[src/rtl/alu_flag_pkg.sv]
package alu_flag_pkg;
  localparam int DATA_W = 32;
  localparam int NLANE  = 3;

  typedef enum logic [2:0] {
    OP_ADD  = 3'd0,
    OP_ADC  = 3'd1,
    OP_SUB  = 3'd2,
    OP_SBB  = 3'd3,
    OP_AND  = 3'd4,
    OP_OR   = 3'd5,
    OP_XOR  = 3'd6,
    OP_PASS = 3'd7
  } alu_op_e;

  typedef struct packed {
    logic cf;
    logic of;
    logic sf;
    logic zf;
    logic af;
    logic pf;
  } flags_t;

  // lane index for a size code: 0 -> 8b, 1 -> 16b, else 32b
  function automatic int unsigned lane_of(input logic [1:0] sz);
    return (sz == 2'd0) ? 0 : (sz == 2'd1) ? 1 : 2;
  endfunction

  function automatic logic [DATA_W-1:0] size_mask(input logic [1:0] sz);
    case (lane_of(sz))
      0:       return DATA_W'(32'h0000_00FF);
      1:       return DATA_W'(32'h0000_FFFF);
      default: return '1;
    endcase
  endfunction

  function automatic logic top_bit(input logic [DATA_W-1:0] v, input logic [1:0] sz);
    case (lane_of(sz))
      0:       return v[7];
      1:       return v[15];
      default: return v[DATA_W-1];
    endcase
  endfunction

  function automatic logic even_ones(input logic [7:0] v);
    return ~^v;
  endfunction

  function automatic logic is_logic_op(input logic [2:0] op);
    return op[2];
  endfunction
endpackage

[src/rtl/alu_arith_core.sv]
module alu_arith_core
  import alu_flag_pkg::*;
(
  input  logic [DATA_W-1:0] a_i,
  input  logic [DATA_W-1:0] b_i,
  input  logic [2:0]        op_i,
  input  logic [1:0]        size_i,
  input  logic              cin_i,
  output logic [DATA_W-1:0] res_o,
  output logic              carry_o,
  output logic              ovf_o,
  output logic              aux_o,
  output logic              logic_o
);
  logic              sub_w;
  logic              use_cin_w;
  logic              cx_w;
  logic [DATA_W-1:0] bx_w;
  logic [DATA_W-1:0] logic_res_w;
  logic [DATA_W-1:0] lane_res [NLANE];
  logic [NLANE-1:0]  lane_cout;
  logic [NLANE-1:0]  lane_ovf;
  logic [4:0]        nib_w;
  int unsigned       lane_w;

  assign sub_w     = (op_i == OP_SUB) || (op_i == OP_SBB);
  assign use_cin_w = (op_i == OP_ADC) || (op_i == OP_SBB);
  // subtract as A + ~B + 1, borrow-in lowers the +1
  assign bx_w = sub_w ? ~b_i : b_i;
  assign cx_w = sub_w ? ~(use_cin_w & cin_i) : (use_cin_w & cin_i);

  for (genvar gi = 0; gi < NLANE; gi++) begin : g_lane
    localparam int W = 8 << gi;
    logic [W:0] sum;
    logic       c_top;
    assign sum   = {1'b0, a_i[W-1:0]} + {1'b0, bx_w[W-1:0]} + {{W{1'b0}}, cx_w};
    assign c_top = a_i[W-1] ^ bx_w[W-1] ^ sum[W-1];
    assign lane_res[gi]  = DATA_W'(sum[W-1:0]);
    assign lane_cout[gi] = sum[W];
    assign lane_ovf[gi]  = c_top ^ sum[W];
  end

  assign nib_w  = {1'b0, a_i[3:0]} + {1'b0, bx_w[3:0]} + {4'd0, cx_w};
  assign lane_w = lane_of(size_i);

  always_comb begin
    case (op_i)
      OP_AND:  logic_res_w = a_i & b_i;
      OP_OR:   logic_res_w = a_i | b_i;
      OP_XOR:  logic_res_w = a_i ^ b_i;
      default: logic_res_w = a_i;
    endcase
  end

  assign logic_o = is_logic_op(op_i);

  always_comb begin
    if (logic_o) begin
      res_o   = logic_res_w & size_mask(size_i);
      carry_o = 1'b0;
      ovf_o   = 1'b0;
      aux_o   = 1'b0;
    end else begin
      res_o   = lane_res[lane_w];
      carry_o = lane_cout[lane_w] ^ sub_w;
      ovf_o   = lane_ovf[lane_w];
      aux_o   = nib_w[4] ^ sub_w;
    end
  end
endmodule

[src/rtl/alu_flag_eval.sv]
module alu_flag_eval
  import alu_flag_pkg::*;
(
  input  logic [DATA_W-1:0] res_i,
  input  logic [1:0]        size_i,
  input  logic              carry_i,
  input  logic              ovf_i,
  input  logic              aux_i,
  output flags_t            flags_o
);
  always_comb begin
    flags_o.cf = carry_i;
    flags_o.of = ovf_i;
    flags_o.af = aux_i;
    flags_o.sf = top_bit(res_i, size_i);
    flags_o.zf = ((res_i & size_mask(size_i)) == '0);
    flags_o.pf = even_ones(res_i[7:0]);
  end
endmodule

[src/rtl/alu_flag_reg.sv]
module alu_flag_reg
  import alu_flag_pkg::*;
(
  input  logic   clk,
  input  logic   rst_n,
  input  logic   we_i,
  input  flags_t d_i,
  output flags_t q_o
);
  always_ff @(posedge clk or negedge rst_n) begin
    if (!rst_n)    q_o <= '0;
    else if (we_i) q_o <= d_i;
  end

  // no enable, no change
  a_r9_hold: assert property (@(posedge clk) disable iff (!rst_n)
    !we_i |=> $stable(q_o));
  // enable loads all six flags together
  a_r9_load: assert property (@(posedge clk) disable iff (!rst_n)
    we_i |=> (q_o == $past(d_i)));
endmodule

[src/rtl/alu_flag_unit.sv]
module alu_flag_unit
  import alu_flag_pkg::*;
(
  input  logic        clk,
  input  logic        rst_n,
  input  logic [31:0] opa_i,
  input  logic [31:0] opb_i,
  input  logic [2:0]  op_i,
  input  logic [1:0]  size_i,
  input  logic        cin_i,
  input  logic        flag_we_i,
  output logic [31:0] result_o,
  output logic        cf_o,
  output logic        of_o,
  output logic        sf_o,
  output logic        zf_o,
  output logic        af_o,
  output logic        pf_o
);
  logic [DATA_W-1:0] core_res_w;
  logic              core_carry_w;
  logic              core_ovf_w;
  logic              core_aux_w;
  logic              core_logic_w;
  flags_t            next_flags_w;
  flags_t            flags_q;

  alu_arith_core u_core (
    .a_i     (opa_i),
    .b_i     (opb_i),
    .op_i    (op_i),
    .size_i  (size_i),
    .cin_i   (cin_i),
    .res_o   (core_res_w),
    .carry_o (core_carry_w),
    .ovf_o   (core_ovf_w),
    .aux_o   (core_aux_w),
    .logic_o (core_logic_w)
  );

  alu_flag_eval u_eval (
    .res_i   (core_res_w),
    .size_i  (size_i),
    .carry_i (core_carry_w),
    .ovf_i   (core_ovf_w),
    .aux_i   (core_aux_w),
    .flags_o (next_flags_w)
  );

  alu_flag_reg u_freg (
    .clk   (clk),
    .rst_n (rst_n),
    .we_i  (flag_we_i),
    .d_i   (next_flags_w),
    .q_o   (flags_q)
  );

  assign result_o = core_res_w;
  assign cf_o = flags_q.cf;
  assign of_o = flags_q.of;
  assign sf_o = flags_q.sf;
  assign zf_o = flags_q.zf;
  assign af_o = flags_q.af;
  assign pf_o = flags_q.pf;

  // logical class commits cleared carry, overflow, aux carry
  a_r7_logic_clears: assert property (@(posedge clk) disable iff (!rst_n)
    (flag_we_i && core_logic_w) |=> (!cf_o && !of_o && !af_o));
  // nothing above the selected width
  a_r8_upper_zero: assert property (@(posedge clk) disable iff (!rst_n)
    (size_i == 2'd0) |-> (result_o[31:8] == 24'd0));
  // a zero result cannot be negative
  a_r4_zero_not_neg: assert property (@(posedge clk) disable iff (!rst_n)
    zf_o |-> !sf_o);
  // flags clear while held in reset
  always_comb begin
    if (!rst_n) a_r10_reset: assert ({cf_o, of_o, sf_o, zf_o, af_o, pf_o} == 6'd0);
  end
endmodule

[config.mk]
export PLATFORM = sky130hd
export DESIGN_NAME = alu_flag_unit
export DESIGN_NICKNAME = d
export VERILOG_FILES = /design/src/rtl/alu_flag_pkg.sv /design/src/rtl/alu_arith_core.sv /design/src/rtl/alu_flag_eval.sv /design/src/rtl/alu_flag_reg.sv /design/src/rtl/alu_flag_unit.sv
export SDC_FILE = /design/constraint.sdc
export NUM_CORES = 1
export LEC_CHECK = 0
export BUFFER_PORTS_ARGS = -buffer_cell sky130_fd_sc_hd__clkbuf_2
export CAP_MARGIN = 20
export CORE_ASPECT_RATIO = 0.6
export CORE_MARGIN = 2
export CORE_UTILIZATION = 27
export DETAILED_ROUTE_END_ITERATION = 7
export PLACE_DENSITY_LB_ADDON = 0.05
export REMOVE_ABC_BUFFERS = 1
export SLEW_MARGIN = 25
export SYNTH_ARGS = -nofsm -noshare
export SYNTH_HDL_FRONTEND = slang
export SYNTH_SLANG_ARGS = --single-unit
export TNS_END_PERCENT = 10
[constraint.sdc]
create_clock -name clk -period 11.4 [get_ports clk]
set_input_delay 2.28 -clock clk [delete_from_list [all_inputs] [get_ports clk]]
set_output_delay 2.28 -clock clk [all_outputs]
set_load 0.01 [all_outputs]
==> results of run 1 <==
[layer usage]
metal  GRT usage (%)  share of wire, %  vias to the layer above
li1                -                 -                     2534
met3            1.70               5.2                        0
met5               0                 0                        -
met1            29.2                55                     2469
met4           0.640                 0                        0
met2            25.7                39                      142
[logic make-up after synthesis]
group | Yosys count | share of synthesized area, %
mux | 35 | 13.0
simple gates | 163 | 15.3
xor+xnor | 59 | 9.94
compound gates | 167 | 23.9
buf+inv | 138 | 10.4
fa+ha+maj | 101 | 24.6
flops | 6 | 2.89
[Yosys cell counts, types with 3 or more instances]
| cell type | number | area share, % |
|---|---|---|
| inv_1 | 110 | 7.9 |
| ha_1 | 99 | 24 |
| nand2_1 | 60 | 4.3 |
| xnor2_1 | 49 | 8.3 |
| a21oi_1 | 43 | 4.1 |
| nor2_1 | 41 | 3.0 |
| mux4_2 | 26 | 11 |
| o21ai_0 | 24 | 2.3 |
| a21o_1 | 16 | 2.3 |
| buf_2 | 11 | 1.1 |
| clkbuf_1 | 11 | 0.79 |
| xor2_1 | 10 | 1.7 |
| nand4_1 | 9 | 1.1 |
| nor3_1 | 9 | 0.87 |
| mux2i_1 | 8 | 1.5 |
| nand2b_1 | 8 | 0.96 |
| nand3_1 | 8 | 0.77 |
| o21ai_1 | 8 | 0.77 |
| a211oi_1 | 7 | 1.0 |
| dfrtp_1 | 6 | 2.9 |
| and2_1 | 5 | 0.60 |
| o211ai_1 | 5 | 0.72 |
| a21oi_2 | 4 | 0.67 |
| and3_1 | 4 | 0.48 |
| o21a_1 | 4 | 0.58 |
| o22ai_1 | 4 | 0.48 |
| a22o_1 | 3 | 0.51 |
| buf_4 | 3 | 0.43 |
| nor2b_1 | 3 | 0.36 |
| nor4_1 | 3 | 0.36 |
| o21ai_2 | 3 | 0.51 |
[cell usage in the layout, fill, tap and decap left out, types with 3 or more instances in the layout]
cell type and count:
inv_1 110, clkbuf_2 110, ha_1 99, nand2_1 59, xnor2_1 49, a21oi_1 43
nor2_1 40, mux4_2 26, o21ai_0 24, a21o_1 16, xor2_1 10, nor3_1 9
nand4_1 9, mux2i_1 8, nand2b_1 8, nand3_1 8, o21ai_1 8, a211oi_1 7
dfrtp_1 6, o211ai_1 5, and2_1 5, o22ai_1 4, a21oi_2 4, and3_1 4
o21a_1 4, buf_4 4, nor2b_1 3, o21ai_2 3, nor4_1 3, a22o_1 3
clkbuf_16 3
[worst paths after layout]
check / from / to / slack (ps) / depth (start not counted)
setup / recovery: op_i[2] / result_o[25] / 2830 / 16
hold / removal: u_freg.q_o[4] / u_freg.q_o[4] / 500 / 1
setup reg to reg: u_freg.q_o[0] / u_freg.q_o[0] / 10660 / 1
hold reg to reg: u_freg.q_o[4] / u_freg.q_o[4] / 500 / 1
max in group asynchronous: rst_n / u_freg.q_o[5] / 9360 / 1
min in group asynchronous: rst_n / u_freg.q_o[3] / 1880 / 1
[layout make-up]
class                   count  area (µm²)
clock buffers               3        75.1
fillers                  2096       12900
inverters                 111         417
multi-input cells         525        4510
flip-flops and latches      6         150
well taps                 246         308
repair buffers            114         581
[metrics by stage]
stage          setup slack (ps)  instances  total power, mW
3_3_place_gp               2960       1002            0.430
5_1_grt                    2550       1005            0.535
4_1_cts                    2830       1005            0.491
2_1_floorplan              3190        642            0.295
3_5_place_dp               2840       1002            0.431
6_report                   2830       1005            0.488
[power by group]
group	switching [mW]	internal, mW
Sequential	0.00257	0.0258
Clock	0.0114	0.0450
Combinational	0.241	0.163
==> impl_metrics.tcl, run 1 <==
set metrics [dict create \
    report.final.slew_viol_count 0 \
    syn_area_per_cell_um2 7.77 \
    grt_overflow_total 0 \
    worst_pin_slew_ps 951 \
    endpoint_kind "primary output" \
    yosys_register_bits 6 \
    power.density_nw_per_um2 80.8 \
    initial_utilization_pct 27.5 \
    worst_setup_path_start_kind "input pin" \
    syn-cell-area_um2 5200 \
    final.setup_skew_ps 0 \
    antenna_found_initial 0 \
    async_flop_share_pct 100 \
    post_cts_buffers 0 \
    io_buffers 110 \
    synth_seq_area_share_pct 2.89 \
    synth_flop_cell "dfrtp_1" \
    cp.arrival_ps 6290 \
    grt_usage_pct 17.8 \
    stdcell_area_um2 6040 \
    slowest_stage "inv_1" \
    cts_buffers 3 \
    dieHeight_um 111 \
    die_w_um 183 \
    synth_cell_types 77 \
    relSlewSlack_pct 36.4 \
    regMostFlops "u_freg.q_o" \
    setup_viol 0 \
    finalCriticalPeriod_ps 8570 \
    final_hold_viol_count 0 \
    fmax_mhz 117 \
    hold_ws_ps 502 \
    hold_path_class "reg -> reg" \
    worst-path-buf-inv 4 \
    path_common_cell "clkbuf_2" \
    syn_to_final_growth_pct 16.2 \
    core.rowCount 39 \
    drc 0 \
    ctsHoldBuffers 0 \
    cp_max_fo 21 \
    antenna_cells 0 \
    vias 5145 \
    ant_nets 0 \
    drive_above_1_share_pct 23.8 \
    max_stage_delay_ps 450 \
    critPathTopFamily "compound AO/OA/AOI/OAI gates" \
    required_ps 9120 \
    leakagePower_nw 3.00 \
    synthCells 669 \
    finalWirelength_mm 17.9 \
    dpl-instance-area_um2 5970 \
    path_class "in -> out" \
    clockBufferDepth 2 \
    fin_setup_tns_ps 0 \
    clkSinkCount 6 \
    clockRootBuffer "clkbuf_16" \
    top_regs "u_freg.q_o: 6 flops" \
    core-area_um2 18900 \
    maxCapViolations 0 \
    clock_latency_ps 230 \
    drtIter0Drc 345 \
    period_share_pct 75.2 \
    run_status "complete, no violations" \
    grt_pass1_vias 5175 \
    pin_count 111 \
    ys_warn_count 0 \
    cts.reportedPaths.clkPinSlew_ps 30 \
    post_drt_wl_per_cell_um 17.8 \
    cts-resized-gates 0 \
    final_core_utilization_pct 31.9 \
    viasPerCell 5.12 \
    cts_tree "yes" \
    cts_max_level 1 \
    grt_max_degree 41 \
    grt_pass1_wl_mm 29.1 \
    layout.nets 935 \
    synth_edf_count 0 \
    largest_reg_flops 6 \
    globalplace.congestion 0.880 \
    dieArea_um2 20400 \
    ir_drop_mv 0.0437 \
    rsz0062_at_grt "no" \
    firstDrtPassIters 5 \
    crit_chain "clkbuf_2 > inv_1 > nand2_2 > buf_4 > xnor2_1 > ha_1 > a21oi_1 > o21bai_1 > a211oi_2 > o2111ai_1 > nor2b_4 > a41oi_1 > xor2_1 > o21ai_0 > and2_1 > clkbuf_2" \
    dp_hpwl_mm 15.0 \
]
(Power assumes the default switching activity.)
==> run 2, diff against run 1 <==
clock period = 7 ns   (was 11.4 ns; I/O delays follow)
==> impl_metrics.tcl, run 2 (synthesized netlist as in run 1, its figures left out) <==
set metrics [dict create \
    holdPathEnd "u_freg.q_o[1]" \
    rsz0062_at_grt "no" \
    grt_max_degree 40 \
    clkSinkCount 6 \
    dieArea_um2 20400 \
    required_ps 5600 \
    final_cell_mix "inv_1, clkbuf_2, ha_1, nand2_1, xnor2_1" \
    worst_setup_path_start_kind "input pin" \
    drive_above_1_share_pct 23.9 \
    clockBufferDepth 2 \
    cts-resized-gates 0 \
    io_buffers 110 \
    final_hold_viol_count 0 \
    finalWirelength_mm 18.1 \
    grt_pass1_vias 5004 \
    wl_met2_mm 7.02 \
    dp_hpwl_mm 15.3 \
    power.density_nw_per_um2 131 \
    cts_tree "yes" \
    r2r_slack_ps 6240 \
    met1_length_mm 10.1 \
    core.rowCount 39 \
    maxCapViolations 0 \
    pin_count 111 \
    rr_endpoint "u_freg.q_o[0]" \
    grt_usage_pct 17.6 \
    dpl-instance-area_um2 5980 \
    reg2reg_depth 1 \
    filler_cell_count 2077 \
    cts_max_level 1 \
    firstDrtPassIters 5 \
    cts_buffers 3 \
    layout.nets 937 \
    final_core_utilization_pct 32.0 \
    grt_pass1_wl_mm 28.5 \
    hold_path_class "reg -> reg" \
    largest_reg_flops 6 \
    leakagePower_nw 3.01 \
    finalNonFillerCells 1007 \
    period_share_pct 89.2 \
    dieHeight_um 111 \
    die_w_um 183 \
    initial_utilization_pct 27.5 \
    dp.cells 1004 \
    cp.arrival_ps 4840 \
    regMostFlops "u_freg.q_o" \
    syn_to_final_growth_pct 16.4 \
    fin_setup_tns_ps 0 \
    ctsHoldBuffers 0 \
    cts.reportedPaths.clkPinSlew_ps 30 \
    viasPerCell 5.14 \
    run_status "complete, no violations" \
    drtIter0Drc 272 \
    ir_drop_mv 0.0670 \
    post_drt_wl_per_cell_um 18.0 \
    dr.max_layer_used "met4" \
    relSlewSlack_pct 33.6 \
    antenna_found_initial 0 \
    final.setup_skew_ps 0 \
    globalplace.congestion 0.812 \
    worst_pin_slew_ps 992 \
    drc 0 \
    finalPower_mw 0.794 \
    clock_latency_ps 230 \
    setup_viol 0 \
    report.final.slew_viol_count 0 \
    route.met3.wl_um 944 \
    hold_path_depth 1 \
    core-area_um2 18900 \
    vias 5175 \
    clockRootBuffer "clkbuf_16" \
    finalCriticalPeriod_ps 6240 \
    endpoint_kind "primary output" \
    path_class "in -> out" \
    antenna_cells 0 \
    r2r_start "u_freg.q_o[0]" \
    stdcell_area_um2 6050 \
    grt_overflow_total 0 \
    cp_max_fo 16 \
    top_regs "u_freg.q_o: 6 flops" \
    min-delay-start "u_freg.q_o[1]" \
    fmax_mhz 160 \
    ant_nets 0 \
    post_cts_buffers 0 \
]
[run 2: cell count changes in the layout (fill, tap and decap cells not counted), sizes merged]
cell / before / now
buf: 4 / 6
[run 2: layout make-up]
| class | count | area [µm²] | share of cell area [%] |
|---|---|---|---|
| Clock buffer | 3 | 75.1 | 1.24 |
| Inverter | 111 | 417 | 6.88 |
| Multi-Input combinational cell | 525 | 4510 | 74.5 |
| Sequential cell | 6 | 150 | 2.48 |
| Tap cell | 246 | 308 | 5.08 |
| Timing Repair Buffer | 116 | 596 | 9.84 |
[run 2: critical path, stage by stage]
cell and delay [ps]:
clkbuf_2 150, inv_1 80, nand2_2 70, buf_4 290, buf_4 360, xnor2_1 160, ha_1 340, a21o_1 230
a211oi_1 320, o41ai_1 150, a21oi_4 210, o21ai_0 120, a21o_1 210, a221oi_1 470, inv_1 90, clkbuf_2 150
[run 2: metal layers]
metal | GRT usage [%] | vias to the layer above
met5 | 0 | -
met4 | 0.533 | 0
met3 | 2.19 | 2
met2 | 25.0 | 147
met1 | 28.9 | 2492
li1 | - | 2534
[run 2: how the worst max path moves through the flow]
stage          startpoint            to  cells after the start
2_1_floorplan     op_i[2]  result_o[26]                     12
3_3_place_gp      op_i[2]  result_o[27]                     16
3_5_place_dp      op_i[2]  result_o[27]                     16
4_1_cts           op_i[2]  result_o[27]                     16
5_1_grt           op_i[2]  result_o[27]                     18
6_report          op_i[2]  result_o[27]                     16
[run 2: per-stage QoR]
stage               setup slack, ps  hold WS (ps)
detailed placement              779           511
global route                    485           538
finish                          759           517
CTS                             766           519
floorplan                       551           521
global placement                783           507
[run 2: power breakdown]
group          switching, mW  internal, mW
logic                  0.390         0.266
registers            0.00508        0.0420
clock network         0.0186        0.0733
total                  0.413         0.381
==> run 3, diff against run 2 <==
CELL_PAD_IN_SITES_DETAIL_PLACEMENT = 0   (was unset)
CELL_PAD_IN_SITES_GLOBAL_PLACEMENT = 2   (was unset)
SYNTH_HIERARCHICAL = 1   (was unset)
==> impl_metrics.tcl, run 3 <==
set metrics [dict create \
    run_status "complete, no violations" \
    cts-resized-gates 0 \
    fmax_mhz 160 \
    die_w_um 179 \
    worst_setup_path_start_kind "input pin" \
    synthCells 623 \
    top_regs "u_freg/q_o: 6 flops" \
    cts_max_level 1 \
    period_share_pct 89.4 \
    reg2reg_depth 1 \
    final_common_cell "inv_1" \
    power.density_nw_per_um2 130 \
    layout.nets 893 \
    vias 4674 \
    clkSinkCount 6 \
    finalCriticalPeriod_ps 6260 \
    syn_to_final_growth_pct 17.6 \
    core-area_um2 18000 \
    cts_buffers 3 \
    viasPerCell 4.88 \
    drive_above_1_share_pct 25.5 \
    regMostFlops "u_freg/q_o" \
    io_buffers 110 \
    finalWirelength_mm 16.2 \
    cts.reportedPaths.clkPinSlew_ps 30 \
    ys_warn_count 6 \
    ctsHoldBuffers 0 \
    final_hold_viol_count 0 \
    globalplace.congestion 0.793 \
    syn_area_per_cell_um2 7.97 \
    clockRootBuffer "clkbuf_16" \
    required_ps 5600 \
    pin_count 111 \
    relSlewSlack_pct 49.3 \
    worst_slack_ps 742 \
    cts_tree "yes" \
    ir_drop_mv 0.0666 \
    dieArea_um2 19500 \
    worst_pin_slew_ps 758 \
    filler_cell_count 1988 \
    report.final.slew_viol_count 0 \
    endpoint_kind "primary output" \
    final_core_utilization_pct 32.4 \
    hold_path_depth 1 \
    setup_viol 0 \
    path_class "in -> out" \
    final.setup_skew_ps 0 \
    grt_overflow_total 0 \
    syn-cell-area_um2 4960 \
    drc 0 \
    clock_latency_ps 230 \
    initial_utilization_pct 27.5 \
    grt_max_degree 41 \
    grt_pass1_wl_mm 25.1 \
    grt_usage_pct 16.5 \
    grt_pass1_vias 4416 \
    final_cell_mix "inv_1, clkbuf_2, ha_1, xnor2_1, a21oi_1" \
    leakagePower_nw 2.99 \
    firstDrtPassIters 5 \
    cp_max_fo 4 \
    largest_reg_flops 6 \
    cp.arrival_ps 4860 \
    ant_nets 0 \
    dieHeight_um 109 \
    post_drt_wl_per_cell_um 16.9 \
    maxCapViolations 0 \
    rsz0062_at_grt "no" \
    drtIter0Drc 237 \
    antenna_cells 0 \
    place_ws_ps 692 \
    post_cts_buffers 0 \
    hold_path_class "reg -> reg" \
    clockBufferDepth 2 \
    dp_hpwl_mm 13.4 \
    core.rowCount 38 \
    antenna_found_initial 0 \
]
run 3: cell types whose count changed in the layout (fill, tap and decap cells not counted), sizes merged, moves of 5 or more:
cell	before	now
nor2	42	28
nand2	61	48
mux2	1	9
o21ai	35	27
nand2b	8	1
nor3	9	4
run 3: critical path, stage by stage:
cell and delay (ps):
clkbuf_2 150, inv_1 110, nand2_2 70, xnor2_1 150, fa_1 430, fa_1 430, a21oi_1 190, o21ai_0 140
a31o_2 270, a31o_2 250, a31oi_1 430, o31ai_1 190, and2_1 180, o21ai_0 270, clkbuf_2 190
run 3: final timing paths:
check | startpoint | endpoint | slack [ps]
max | op_i[2] | result_o[26] | 740
min | u_freg/q_o[4] | u_freg/q_o[4] | 510
max reg2reg | u_freg/q_o[1] | u_freg/q_o[1] | 6220
min reg2reg | u_freg/q_o[4] | u_freg/q_o[4] | 510
max in group asynchronous | rst_n | u_freg/q_o[1] | 5860
min in group asynchronous | rst_n | u_freg/q_o[0] | 990
run 3: metal layers:
| metal | up-vias | wire, µm | global-route usage [%] |
|---|---|---|---|
| met3 | 0 | 632 | 1.12 |
| met1 | 2215 | 9730 | 28.9 |
| li1 | 2361 | - | - |
| met4 | 0 | 0 | 0.813 |
| met5 | - | 0 | 0 |
| met2 | 98 | 5800 | 21.8 |
run 3: cell type report:
type	instances	area, µm²	share of cell area [%]
well taps	240	300	5.15
multi-input cells	478	4270	73.3
flip-flops and latches	6	150	2.57
inverters	111	417	7.14
clock buffers	3	75.1	1.29
repair buffers	119	618	10.6
run 3: metrics by stage:
step                area (µm²)  setup TNS, ps  instances  total power [mW]  hold WS (ps)
finish                    5830              0        957             0.756           513
global route              5830              0        957             0.832           532
CTS                       5830              0        957             0.761           521
detailed placement        5760              0        954             0.664           514
global placement          5760              0        954             0.663           497
floorplan                 4840           -209        595             0.457           552
run 3: power by group:
| group | switching [mW] | internal (mW) | leakage (nW) | total (mW) |
|---|---|---|---|---|
| registers | 0.00528 | 0.0430 | 0.0772 | 0.0483 |
| logic | 0.346 | 0.270 | 2.87 | 0.616 |
| clock network | 0.0187 | 0.0733 | 0.0370 | 0.0920 |
